--- config.mk ---
export PLATFORM = sky130hd
export DESIGN_NAME = lbuf_pix_decode
export DESIGN_NICKNAME = d
export VERILOG_FILES = /design/src/rtl/lbd_pkg.sv /design/src/rtl/lbd_addr_seq.sv /design/src/rtl/lbd_word_split.sv /design/src/rtl/lbd_out_stage.sv /design/src/rtl/lbuf_pix_decode.sv
export SDC_FILE = /design/constraint.sdc
export NUM_CORES = 1
export LEC_CHECK = 0
export BUFFER_PORTS_ARGS = -buffer_cell sky130_fd_sc_hd__buf_2
export CAP_MARGIN = 20
export CORE_AREA = 3 3 61 63
export CTS_CLUSTER_DIAMETER = 100
export CTS_CLUSTER_SIZE = 12
export DETAILED_ROUTE_END_ITERATION = 10
export DIE_AREA = 0 0 64 66
export PLACE_DENSITY = 0.56
export SETUP_SLACK_MARGIN = 0.4
export SKIP_CTS_REPAIR_TIMING = 1
export SYNTH_ARGS = -nofsm -noshare
export SYNTH_HDL_FRONTEND = slang
export SYNTH_SLANG_ARGS = --single-unit
--- constraint.sdc ---
create_clock -name clk -period 3.38 [get_ports clk]
set_input_delay 0 -clock clk [delete_from_list [all_inputs] [get_ports clk]]
set_output_delay 0 -clock clk [all_outputs]
set_load 0.02 [all_outputs]
--- src/rtl/lbd_pkg.sv ---
package lbd_pkg;

  localparam int WORD_W = 5;

  typedef enum logic [1:0] {
    RM_NARROW = 2'b00,
    RM_ALIAS  = 2'b01,
    RM_SWZ    = 2'b10,
    RM_PAIR   = 2'b11
  } rmode_t;

  typedef struct packed {
    logic       bg;
    logic [2:0] pal;
    logic [1:0] col;
  } pix_t;

  function automatic logic is_dual(input logic [1:0] mode);
    return mode[1];
  endfunction

  function automatic pix_t decode_word(input logic [1:0] mode,
                                       input logic [WORD_W-1:0] w,
                                       input logic second);
    pix_t p;
    logic sel;
    sel   = second ? w[0] : w[1];
    p.pal = w[4:2];
    p.col = w[1:0];
    case (rmode_t'(mode))
      RM_SWZ: begin
        p.pal = {w[4], 2'b00};
        p.col = second ? {w[0], w[2]} : {w[1], w[3]};
      end
      RM_PAIR: begin
        p.col = {sel, 1'b0};
      end
      default: ;
    endcase
    p.bg = (p.col == 2'b00);
    if (p.bg) begin
      p.pal = 3'd0;
      p.col = 2'd0;
    end
    return p;
  endfunction

endpackage

--- src/rtl/lbd_addr_seq.sv ---
module lbd_addr_seq #(
  parameter int WORDS = 160,
  parameter int AW    = $clog2(WORDS)
) (
  input  logic          clk,
  input  logic          rst_n,
  input  logic          start,
  input  logic          dual,
  output logic [AW-1:0] addr,
  output logic          second,
  output logic          active,
  output logic          last_beat
);
  localparam logic [AW-1:0] LAST = AW'(WORDS - 1);

  assign last_beat = active && (addr == LAST) && (!dual || second);

  always_ff @(posedge clk) begin
    if (!rst_n) begin
      addr   <= '0;
      second <= 1'b0;
      active <= 1'b0;
    end else if (start) begin
      addr   <= '0;
      second <= 1'b0;
      active <= 1'b1;
    end else if (active) begin
      if (dual && !second) begin
        second <= 1'b1;
      end else begin
        second <= 1'b0;
        if (addr == LAST) active <= 1'b0;
        else               addr   <= addr + 1'b1;
      end
    end
  end
endmodule

--- src/rtl/lbd_word_split.sv ---
module lbd_word_split
  import lbd_pkg::*;
(
  input  logic [1:0]        mode,
  input  logic [WORD_W-1:0] word,
  input  logic              second,
  output pix_t              pix
);
  always_comb pix = decode_word(mode, word, second);
endmodule

--- src/rtl/lbd_out_stage.sv ---
module lbd_out_stage
  import lbd_pkg::*;
(
  input  logic clk,
  input  logic rst_n,
  input  logic load,
  input  pix_t pix_in,
  output logic valid,
  output pix_t pix_out
);
  always_ff @(posedge clk) begin
    if (!rst_n) begin
      valid   <= 1'b0;
      pix_out <= '0;
    end else begin
      valid <= load;
      if (load) pix_out <= pix_in;
    end
  end
endmodule

--- src/rtl/lbuf_pix_decode.sv ---
module lbuf_pix_decode
  import lbd_pkg::*;
#(
  parameter int WORDS = 160,
  parameter int AW    = $clog2(WORDS)
) (
  input  logic              clk,
  input  logic              rst_n,
  input  logic              line_start,
  input  logic [1:0]        read_mode,
  output logic [AW-1:0]     rd_addr,
  input  logic [WORD_W-1:0] rd_word,
  output logic              pix_valid,
  output logic              pix_bg,
  output logic [2:0]        pix_pal,
  output logic [1:0]        pix_col
);
  logic [1:0] mode_q;
  logic       second, active, last_beat, load;
  pix_t       pix_d, pix_q;

  always_ff @(posedge clk) begin
    if (!rst_n)          mode_q <= RM_NARROW;
    else if (line_start) mode_q <= read_mode;
  end

  lbd_addr_seq #(.WORDS(WORDS), .AW(AW)) u_seq (
    .clk(clk), .rst_n(rst_n), .start(line_start), .dual(is_dual(mode_q)),
    .addr(rd_addr), .second(second), .active(active), .last_beat(last_beat)
  );

  lbd_word_split u_split (
    .mode(mode_q), .word(rd_word), .second(second), .pix(pix_d)
  );

  assign load = active && !line_start;

  lbd_out_stage u_out (
    .clk(clk), .rst_n(rst_n), .load(load), .pix_in(pix_d),
    .valid(pix_valid), .pix_out(pix_q)
  );

  assign pix_bg  = pix_q.bg;
  assign pix_pal = pix_q.pal;
  assign pix_col = pix_q.col;
endmodule

**Yosys cells after proc, flatten, opt, wreduce, memory -nomap -nowiden**

Index checks and enable logic that the tools add are counted.

- Bits of input ports: 10
- Bits in registers: 19

- Add/sub/neg operators: 1
- Bitwise operators: 3
- Equality and inequality tests: 3
- Mux-type cells: 10
- Reductions and logical operators: 7

Operator list:

| kind | number |
|---|---|
| 8-bit by 1-bit adder with 8-bit output, second input constant | 1 |
| 8-bit == test, second input constant | 1 |
| 1-bit two-way mux | 6 |
| 5-bit two-way mux | 1 |
| 2-bit == test, second input constant | 2 |
| 2-bit two-way mux | 2 |
| 2-bit case mux with 2 select lines | 1 |
| 1-bit inverter | 3 |
| 3-bit AND reduction | 1 |
| 1-bit logical AND | 2 |
| 1-bit logical NOT | 2 |
| 2-bit logical NOT | 1 |
| 2-bit OR reduction | 1 |

**Longest topological paths before layout**

Gate-level depths: netlist of the first run.

- Depth in word-level cells: 5
- Mapped depth: 5

**Modules after synthesis**

A second synthesis of the first run with hierarchy kept.

- Cells, all modules: 97
- Area, all modules: 937.1 µm²

Modules (own cells, without submodules):

| module | cells an instance | area an instance (µm²) | instances |
|---|---|---|---|
| lbd_addr_seq | 56 | 499.2 | 1 |
| lbd_out_stage | 21 | 256.5 | 1 |
| lbd_word_split | 13 | 100.1 | 1 |
| lbuf_pix_decode | 7 | 81.3 | 1 |

**Worst setup path before layout of the first run**

No wires, ideal clock.

- Path type: reg-to-reg
- From: register u_seq.addr[0]
- To: register u_seq.addr[0]
- Clock period less this slack: 1.528 ns
- Buffers on the path: 0
- Data arrival time: 1.407 ns
- Data required time: 3.259 ns
- Slack: 1.852 ns
- Cell stages (with the launch flop): 6
- Path through: dfxtp_1 -> ha_1 -> nand4_1 -> o211ai_4 -> xor2_1 -> nor2_1

- Word-level cells in the longest chain between the ends: 3
- Elaborated cells on any way between the ends: 4

RTL lines:

| item | line | text |
|---|---|---|
| from (decl) | lbd_addr_seq.sv:9 | `output logic [AW-1:0] addr,` |
| from (signal assigned) | lbd_addr_seq.sv:33 | `else addr <= addr + 1'b1;` |
| parallel branches: the longest is 3 deep, another holds 8-bit by 1-bit adder with 8-bit output | n/a |  |

Parallel ways; which one is timed is not known.
A chain may end at the register's enable or synchronous reset.

**Worst setup path in the final report of the first run**

- From: register u_seq.second
- To: register u_out.pix_out[4] in the netlist's numbering

- Word-level cells in the longest chain between the ends: 4
- Elaborated cells on any way between the ends: 5

RTL lines:

| item | line | text |
|---|---|---|
| from (decl) | lbd_addr_seq.sv:10 | `output logic second,` |
| from (signal assigned) | lbd_addr_seq.sv:21 | `second <= 1'b0;` |
| from (signal assigned) | lbd_addr_seq.sv:25 | `second <= 1'b0;` |
| from (signal assigned) | lbd_addr_seq.sv:29 | `second <= 1'b1;` |
| 2-bit two-way mux / 1-bit two-way mux (equally long branches) | lbd_pkg.sv:33, lbd_pkg.sv:27 |  |
| 2-bit case mux with 2 select lines (*) | lbd_pkg.sv:30 | `case (rmode_t'(mode))` |
| 2-bit logical NOT (*) | lbd_pkg.sv:40 | `p.bg = (p.col == 2'b00);` |
| 5-bit two-way mux (*) | lbd_pkg.sv:41 | `if (p.bg) begin` |
| to (signal assigned) | lbd_out_stage.sv:17 | `if (load) pix_out <= pix_in;` |
| to (decl) | lbd_out_stage.sv:9 | `output pix_t pix_out` |

Mark *: on every way between the ends. The rest lies on a longest branch, timed or not.

==> flow_summary.yaml, run 1 <==
setup_path:
  cp_slowest_cell: "sky130_fd_sc_hd__dfxtp_1"
  worstPathBufferInverterCount: 0
  cp-start-kind: "flop"
  path_class: "reg2reg"
  path_delay_family: "compound AO/OA/AOI/OAI gates"
  cp_cell_sequence: "mux2_2, a31oi_1, nand2_1, a41o_1"
  end_kind: "flop"
  timing.critical_path.slowest_cell_delay_ns: 0.47
  arrival_ns: 1.75
  worst-endpoint-required_ns: 3.58
  path_max_fanout: 8
die:
  pin_count: 25
  fp.dieArea_um2: 4224
  initial_core_util_pct: 26.36
  rows: 21
  core-area_um2: 3284
  die_width_um: 64
  fp.dieH_um: 66
final_layout:
  footprint_of_the_flip_flops_and_latches_um2: 380.4
  finish.net_count: 138
  multi_input_comb_area_um2: 464.2
  final.fill_count: 354
  synthToLayoutAreaGrowth_pct: 27.31
  drive_gt1_share_pct: 25.40
  antennaDiodeCount: 0
  layout.cells.non_filler: 172
pwr:
  switchingPower_uw: 104.0
  sequentialPowerShare_pct: 59.0
  leakagePower_nw: 0.4656
  gate_power_share_pct: 12.2
  sw_frac_of_total_pct: 25.78
  power.density_cell_area_nw_per_um2: 366.0
  intPower_uw: 299.5
  part_of_the_power_in_the_clock_network_pct: 28.8
  vdd.ir_drop.worst_v: 0.0002239
clock_network:
  clockRootBuffer: "sky130_fd_sc_hd__clkbuf_4"
  cts-buffers-inserted: 3
  clock_tree_from_tritoncts: "done"
  cts.sinks: 19
  htree_num_levels: 1
  clkSlewWorstSetupHoldPaths_ns: 0.11
  worst_skew_pair.late_latency_ns: 0.30
  cts_buffer_depth: 2
timing:
  final.period_utilization_pct: 45.90
  maxSlewHeadroom_pct: 59.65
  finalHoldWorstSlack_ns: 0.04542
  worst_slew_pin_slew_ns: 0.6040
  setup_total_negative_slack_ns: 0
  timing_hold_violations_final: 0
  rsz0062_at_grt: "false"
  min_period_ns: 1.551
  setup_violations: 0
  max_freq_mhz: 644.6
  timing.final.max_slew_violations: 0
  finClkSkew_ns: 0.001393
detailed_routing:
  initialDrtViolationCount: 27
  drt.antenna.violating_nets: 0
  post_drt_via_cell_ratio: 4.738
  routed_wl_mm: 1.901
  via_count: 815
  routed_wire_length_per_instance_um: 11.05
  drc_violation_count_after_routing: 0
  drtPass1Iterations: 4
global_route:
  pin_count_of_the_biggest_net_entering_global_routing: 15
  grt_usage_pct: 9.802
  grt_antenna_before_repair: 0
  grt_first_pass_wirelength_mm: 3.298
  number_of_global_route_vias_before_repair: 738
  overflow: 0
min_path:
  hp-class: "in2reg"
yosys:
  yosysWarningCount: 0
  syn_std_cell_area_um2: 865.8
  yosysSeqAreaShare_pct: 43.93
  synth_fp_nets: 108
  synth_cell_types: 32
  synth.avg_cell_area_um2: 8.926
  postSynthCellCount: 97
  postSynthRegisterBits: 19
  dominantRegCellSynth: "sky130_fd_sc_hd__dfxtp_1"
  edff_count_synth: 0
  synth_async_sr_flop_share_pct: 0
placement:
  dpl.hpwl_mm: 1.416
  port_buffers: 24
  routabilityCongestion: 0.7804
  numPlacedInstances: 163
flow_run:
  max_cap_violations: 0
run_status:
  outcome: "complete, no violations"
-- per-stage QoR --
stage	cell area, µm²	total power [mW]	setup slack (ns)	utilization [%]
after floorplan	865.8	0.2732	1.852	-
after CTS	1052	0.4051	1.834	32.04
after detailed placement	1026	0.2886	1.857	31.24
after global routing	1102	0.4271	1.688	33.56
after global placement	1026	0.2874	1.877	31.24
final	1102	0.4034	1.829	33.56
-- registers in the layout, indices dropped and copies added, names as in the netlist --
name and cells:
u_seq.addr 8, u_out.pix_out 6, mode_q 2, u_out.valid 1, u_seq.active 1, u_seq.second 1
-- cell families after synthesis --
group | share of synthesized area [%]
and+or+nand+nor | 25.43
muxes | 4.769
xor gates and xnor gates | 3.035
DFF | 43.93
buffers and inverters | 2.457
AOI/OAI and AO/OA | 18.93
adders and majority gates | 1.445
-- cell usage in the layout (no fill, tap or decap), types with 5 or more instances in the layout --
cell type                       count
sky130_fd_sc_hd__o21ai_0           10
sky130_fd_sc_hd__nor2_1             6
sky130_fd_sc_hd__nand2_1            9
sky130_fd_sc_hd__nand4_1            6
sky130_fd_sc_hd__dfxtp_1           19
sky130_fd_sc_hd__buf_2             24
sky130_fd_sc_hd__dlygate4sd3_1      5
sky130_fd_sc_hd__nor2b_1            5
sky130_fd_sc_hd__a21oi_1            6
-- tightest hold or removal path, cell delays in order --
cell and delay (ns):
sky130_fd_sc_hd__buf_2 0.18, sky130_fd_sc_hd__o21ai_0 0.09, sky130_fd_sc_hd__nor2_1 0.04
-- power groups by stage --
stage / sequential (mW) / clock, mW / combinational, mW
after floorplan: 0.246 / 0 / 0.0276
after global placement: 0.243 / 0 / 0.0446
after detailed placement: 0.243 / 0 / 0.0452
after CTS: 0.238 / 0.121 / 0.0453
after global routing: 0.240 / 0.132 / 0.0551
final: 0.238 / 0.116 / 0.0491
-- worst paths after layout --
| check | from | to | slack [ns] | cells after the start |
|---|---|---|---|---|
| worst min register to register | u_out.pix_out[2] | u_out.pix_out[2] | 0.48 | 2 |
| worst max-delay path | u_seq.second | u_out.pix_out[4] | 1.83 | 4 |
| worst max register to register | u_seq.second | u_out.pix_out[4] | 1.83 | 4 |
| worst min-delay path | rst_n | u_seq.active | 0.05 | 3 |
-- synth_stat cells (all sizes together), types with 3 or more instances --
library cell | n | area share, %
dfxtp | 19 | 44
o21ai | 11 | 6.4
nand2 | 9 | 3.9
a21oi | 6 | 3.5
nand4 | 6 | 4.3
nor2 | 6 | 2.6
nor2b | 5 | 3.6
mux2i | 3 | 3.5
nand3 | 3 | 1.7
or3 | 3 | 2.2
-- layout make-up --
cell class	instances	area share, %
Multi-Input combinational cell	73	42.11
Sequential cell	19	34.51
Timing Repair Buffer	29	15.44
Tap cell	46	5.221
Clock buffer	4	2.384
Inverter	1	0.3405
-- per-layer routing --
layer | track usage [%] | wire (µm) | vias to the layer above
met4 | 1.617 | 7 | 0
met2 | 16.52 | 882 | 21
met3 | 4.082 | 119 | 2
met1 | 11.76 | 891 | 386
li1 | - | - | 406
met5 | 0 | 0 | -
Power figures use the tool's default switching activity.
==> inputs of run 2 (changes only) <==
==> constraint.sdc (replaced) <==
create_clock -name clk -period 1.55 [get_ports clk]
set_input_delay 0 -clock clk [delete_from_list [all_inputs] [get_ports clk]]
set_output_delay 0 -clock clk [all_outputs]
set_load 0.02 [all_outputs]
==> run 2 against run 1 <==
Compared with the run above: utilization up 3.7 points; sequential cell count did not move; critical path depth grew 1; die area is the same; clock skew about the same; first-iteration DRC count increased by 59%; combinational power rose to 2.6 times the previous value; final cell count increased by 3.5%; sequential share of layout area decreased by 0.87 points; largest power group unchanged; highest routed layer is now met3.
==> flow_summary.yaml, run 2 (synthesis gave the netlist of run 1 again) <==
final_layout:
  antennaDiodeCount: 0
  register_bank_with_the_most_flops: "u_seq.addr"
  final_common_cell: "sky130_fd_sc_hd__buf_2"
  synthToLayoutAreaGrowth_pct: 41.33
  finish.net_count: 144
  biggestRegsByFlops: "u_seq.addr: 8 flops, u_out.pix_out: 6 flops, mode_q: 2 flops"
  largest_reg_flops: 8
  drive_gt1_share_pct: 41.67
  final_cell_mix: "sky130_fd_sc_hd__buf_2 (24), sky130_fd_sc_hd__nand2_1 (9), sky130_fd_sc_hd__o21ai_0 (9)"
  final.fill_count: 336
detailed_routing:
  via_count: 833
  drt.antenna.violating_nets: 0
  drtPass1Iterations: 4
  initialDrtViolationCount: 43
  post_drt_via_cell_ratio: 4.680
  drc_violation_count_after_routing: 0
  routed_wl_mm: 2.019
  routed_wire_length_per_instance_um: 11.34
die:
  core-area_um2: 3284
  fp.dieArea_um2: 4224
  rows: 21
  initial_core_util_pct: 26.36
  pin_count: 25
  die_width_um: 64
  fp.dieH_um: 66
timing:
  setup_violations: 0
  final.period_utilization_pct: 89.34
  worst_slew_pin_slew_ns: 0.2578
  maxSlewHeadroom_pct: 82.81
  timing_hold_violations_final: 0
  rsz0062_at_grt: "true"
  setup_total_negative_slack_ns: 0
  timing.final.max_slew_violations: 0
  max_freq_mhz: 722.2
  min_period_ns: 1.385
  finClkSkew_ns: 0.001127
setup_path:
  timing.critical_path.slowest_cell_delay_ns: 0.38
  timing.rr.start: "u_seq.addr[0]"
  arrival_ns: 1.62
  rrSetupSlack_ns: 0.17
  cp_cell_sequence: "ha_4, nand4_1, o211ai_4, or3_1, a21oi_1"
  path_max_fanout: 7
  cp-start-kind: "flop"
  worstReg2RegEnd: "u_seq.addr[3]"
  end_kind: "flop"
  path_class: "reg2reg"
  worst-endpoint-required_ns: 1.78
  reg2regPathDepth: 5
  worstPathBufferInverterCount: 0
  cp_slowest_cell: "sky130_fd_sc_hd__dfxtp_4"
  path_delay_family: "simple AND/OR/NAND/NOR gates"
pwr:
  vdd.ir_drop.worst_v: 0.0004557
  finalPower_uw: 892.5
  gate_power_share_pct: 14.4
  sw_frac_of_total_pct: 26.46
  part_of_the_power_in_the_clock_network_pct: 28.5
  switchingPower_uw: 236.1
  sequentialPowerShare_pct: 57.1
  power.density_cell_area_nw_per_um2: 729.4
  leakagePower_nw: 0.5110
  intPower_uw: 656.4
placement:
  port_buffers: 24
  routabilityCongestion: 0.7944
  dpl.hpwl_mm: 1.513
clock_network:
  worst_skew_pair.late_latency_ns: 0.30
  clock_tree_from_tritoncts: "done"
  cts_buffer_depth: 2
  cts.sinks: 19
  clkSlewWorstSetupHoldPaths_ns: 0.11
  htree_num_levels: 1
  cts-buffers-inserted: 3
  clockRootBuffer: "sky130_fd_sc_hd__clkbuf_4"
global_route:
  pin_count_of_the_biggest_net_entering_global_routing: 15
  overflow: 0
  grt_first_pass_wirelength_mm: 3.263
  number_of_global_route_vias_before_repair: 742
  grt_antenna_before_repair: 0
  grt_usage_pct: 9.863
flow_run:
  max_cap_violations: 0
min_path:
  min_delay_worst_endpoint: "u_out.pix_out[1]"
  beginning_of_the_worst_hold_path: "rst_n"
  hold_depth: 2
  hp-class: "in2reg"
run_status:
  outcome: "complete, no violations"
## run 2: power groups by stage
stage,logic (mW),clock network (mW),registers (mW)
after floorplan,0.0665,0,0.529
after global placement,0.106,0,0.524
after detailed placement,0.107,0,0.525
after CTS,0.107,0.263,0.514
after global routing,0.141,0.287,0.513
final,0.128,0.254,0.510
## run 2: layer usage
layer / vias to the layer above / global-route usage [%] / share of wire, %
met5: - / 0 / 0
met4: 0 / 0.8086 / 0
met3: 0 / 4.422 / 6.2
met2: 25 / 16.90 / 48
met1: 384 / 11.73 / 46
li1: 424 / - / -
## run 2: worst max path at each step
stage / start / slack, ns / to / cells after the start
6_report: u_seq.addr[0] / 0.17 / u_seq.addr[3] / 5
5_1_grt: u_seq.addr[0] / 0.07 / u_seq.addr[0] / 5
4_1_cts: u_seq.addr[0] / 0.13 / u_seq.addr[3] / 5
3_5_place_dp: u_seq.addr[0] / 0.16 / u_seq.addr[3] / 5
3_3_place_gp: u_seq.addr[0] / 0.18 / u_seq.addr[5] / 5
2_1_floorplan: u_seq.addr[6] / 0.21 / u_seq.addr[0] / 4
## run 2: stage by stage
step / instances / worst slack [ns] / hold WS (ns) / area [µm²] / util [%]
floorplan: 97 / 0.2147 / 0.1433 / 927.1 / -
finish: 178 / 0.1653 / 0.05304 / 1224 / 37.26
global placement: 164 / 0.1785 / 0.2510 / 1095 / 33.33
CTS: 168 / 0.1334 / -0.05948 / 1121 / 34.13
detailed placement: 164 / 0.1593 / 0.2586 / 1095 / 33.33
global route: 178 / 0.06887 / 0.05243 / 1224 / 37.26
## run 2: area by class of cell
type                    count  area, µm²  share of cell area [%]
multi-input cells          73      509.2                   41.62
flip-flops and latches     19      411.6                   33.64
repair buffers             35      215.2                   17.59
well taps                  46      57.56                   4.703
clock buffers               4      26.28                   2.147
inverters                   1      3.754                  0.3067
## run 2: worst register-to-register path, delay by kind of cell (launching register included)
| kind | cells | cell delay (ns) |
|---|---|---|
| AOI/OAI and AO/OA | 2 | 0.28 |
| adders and majority gates | 1 | 0.16 |
| DFF | 1 | 0.38 |
| and+or+nand+nor | 2 | 0.50 |
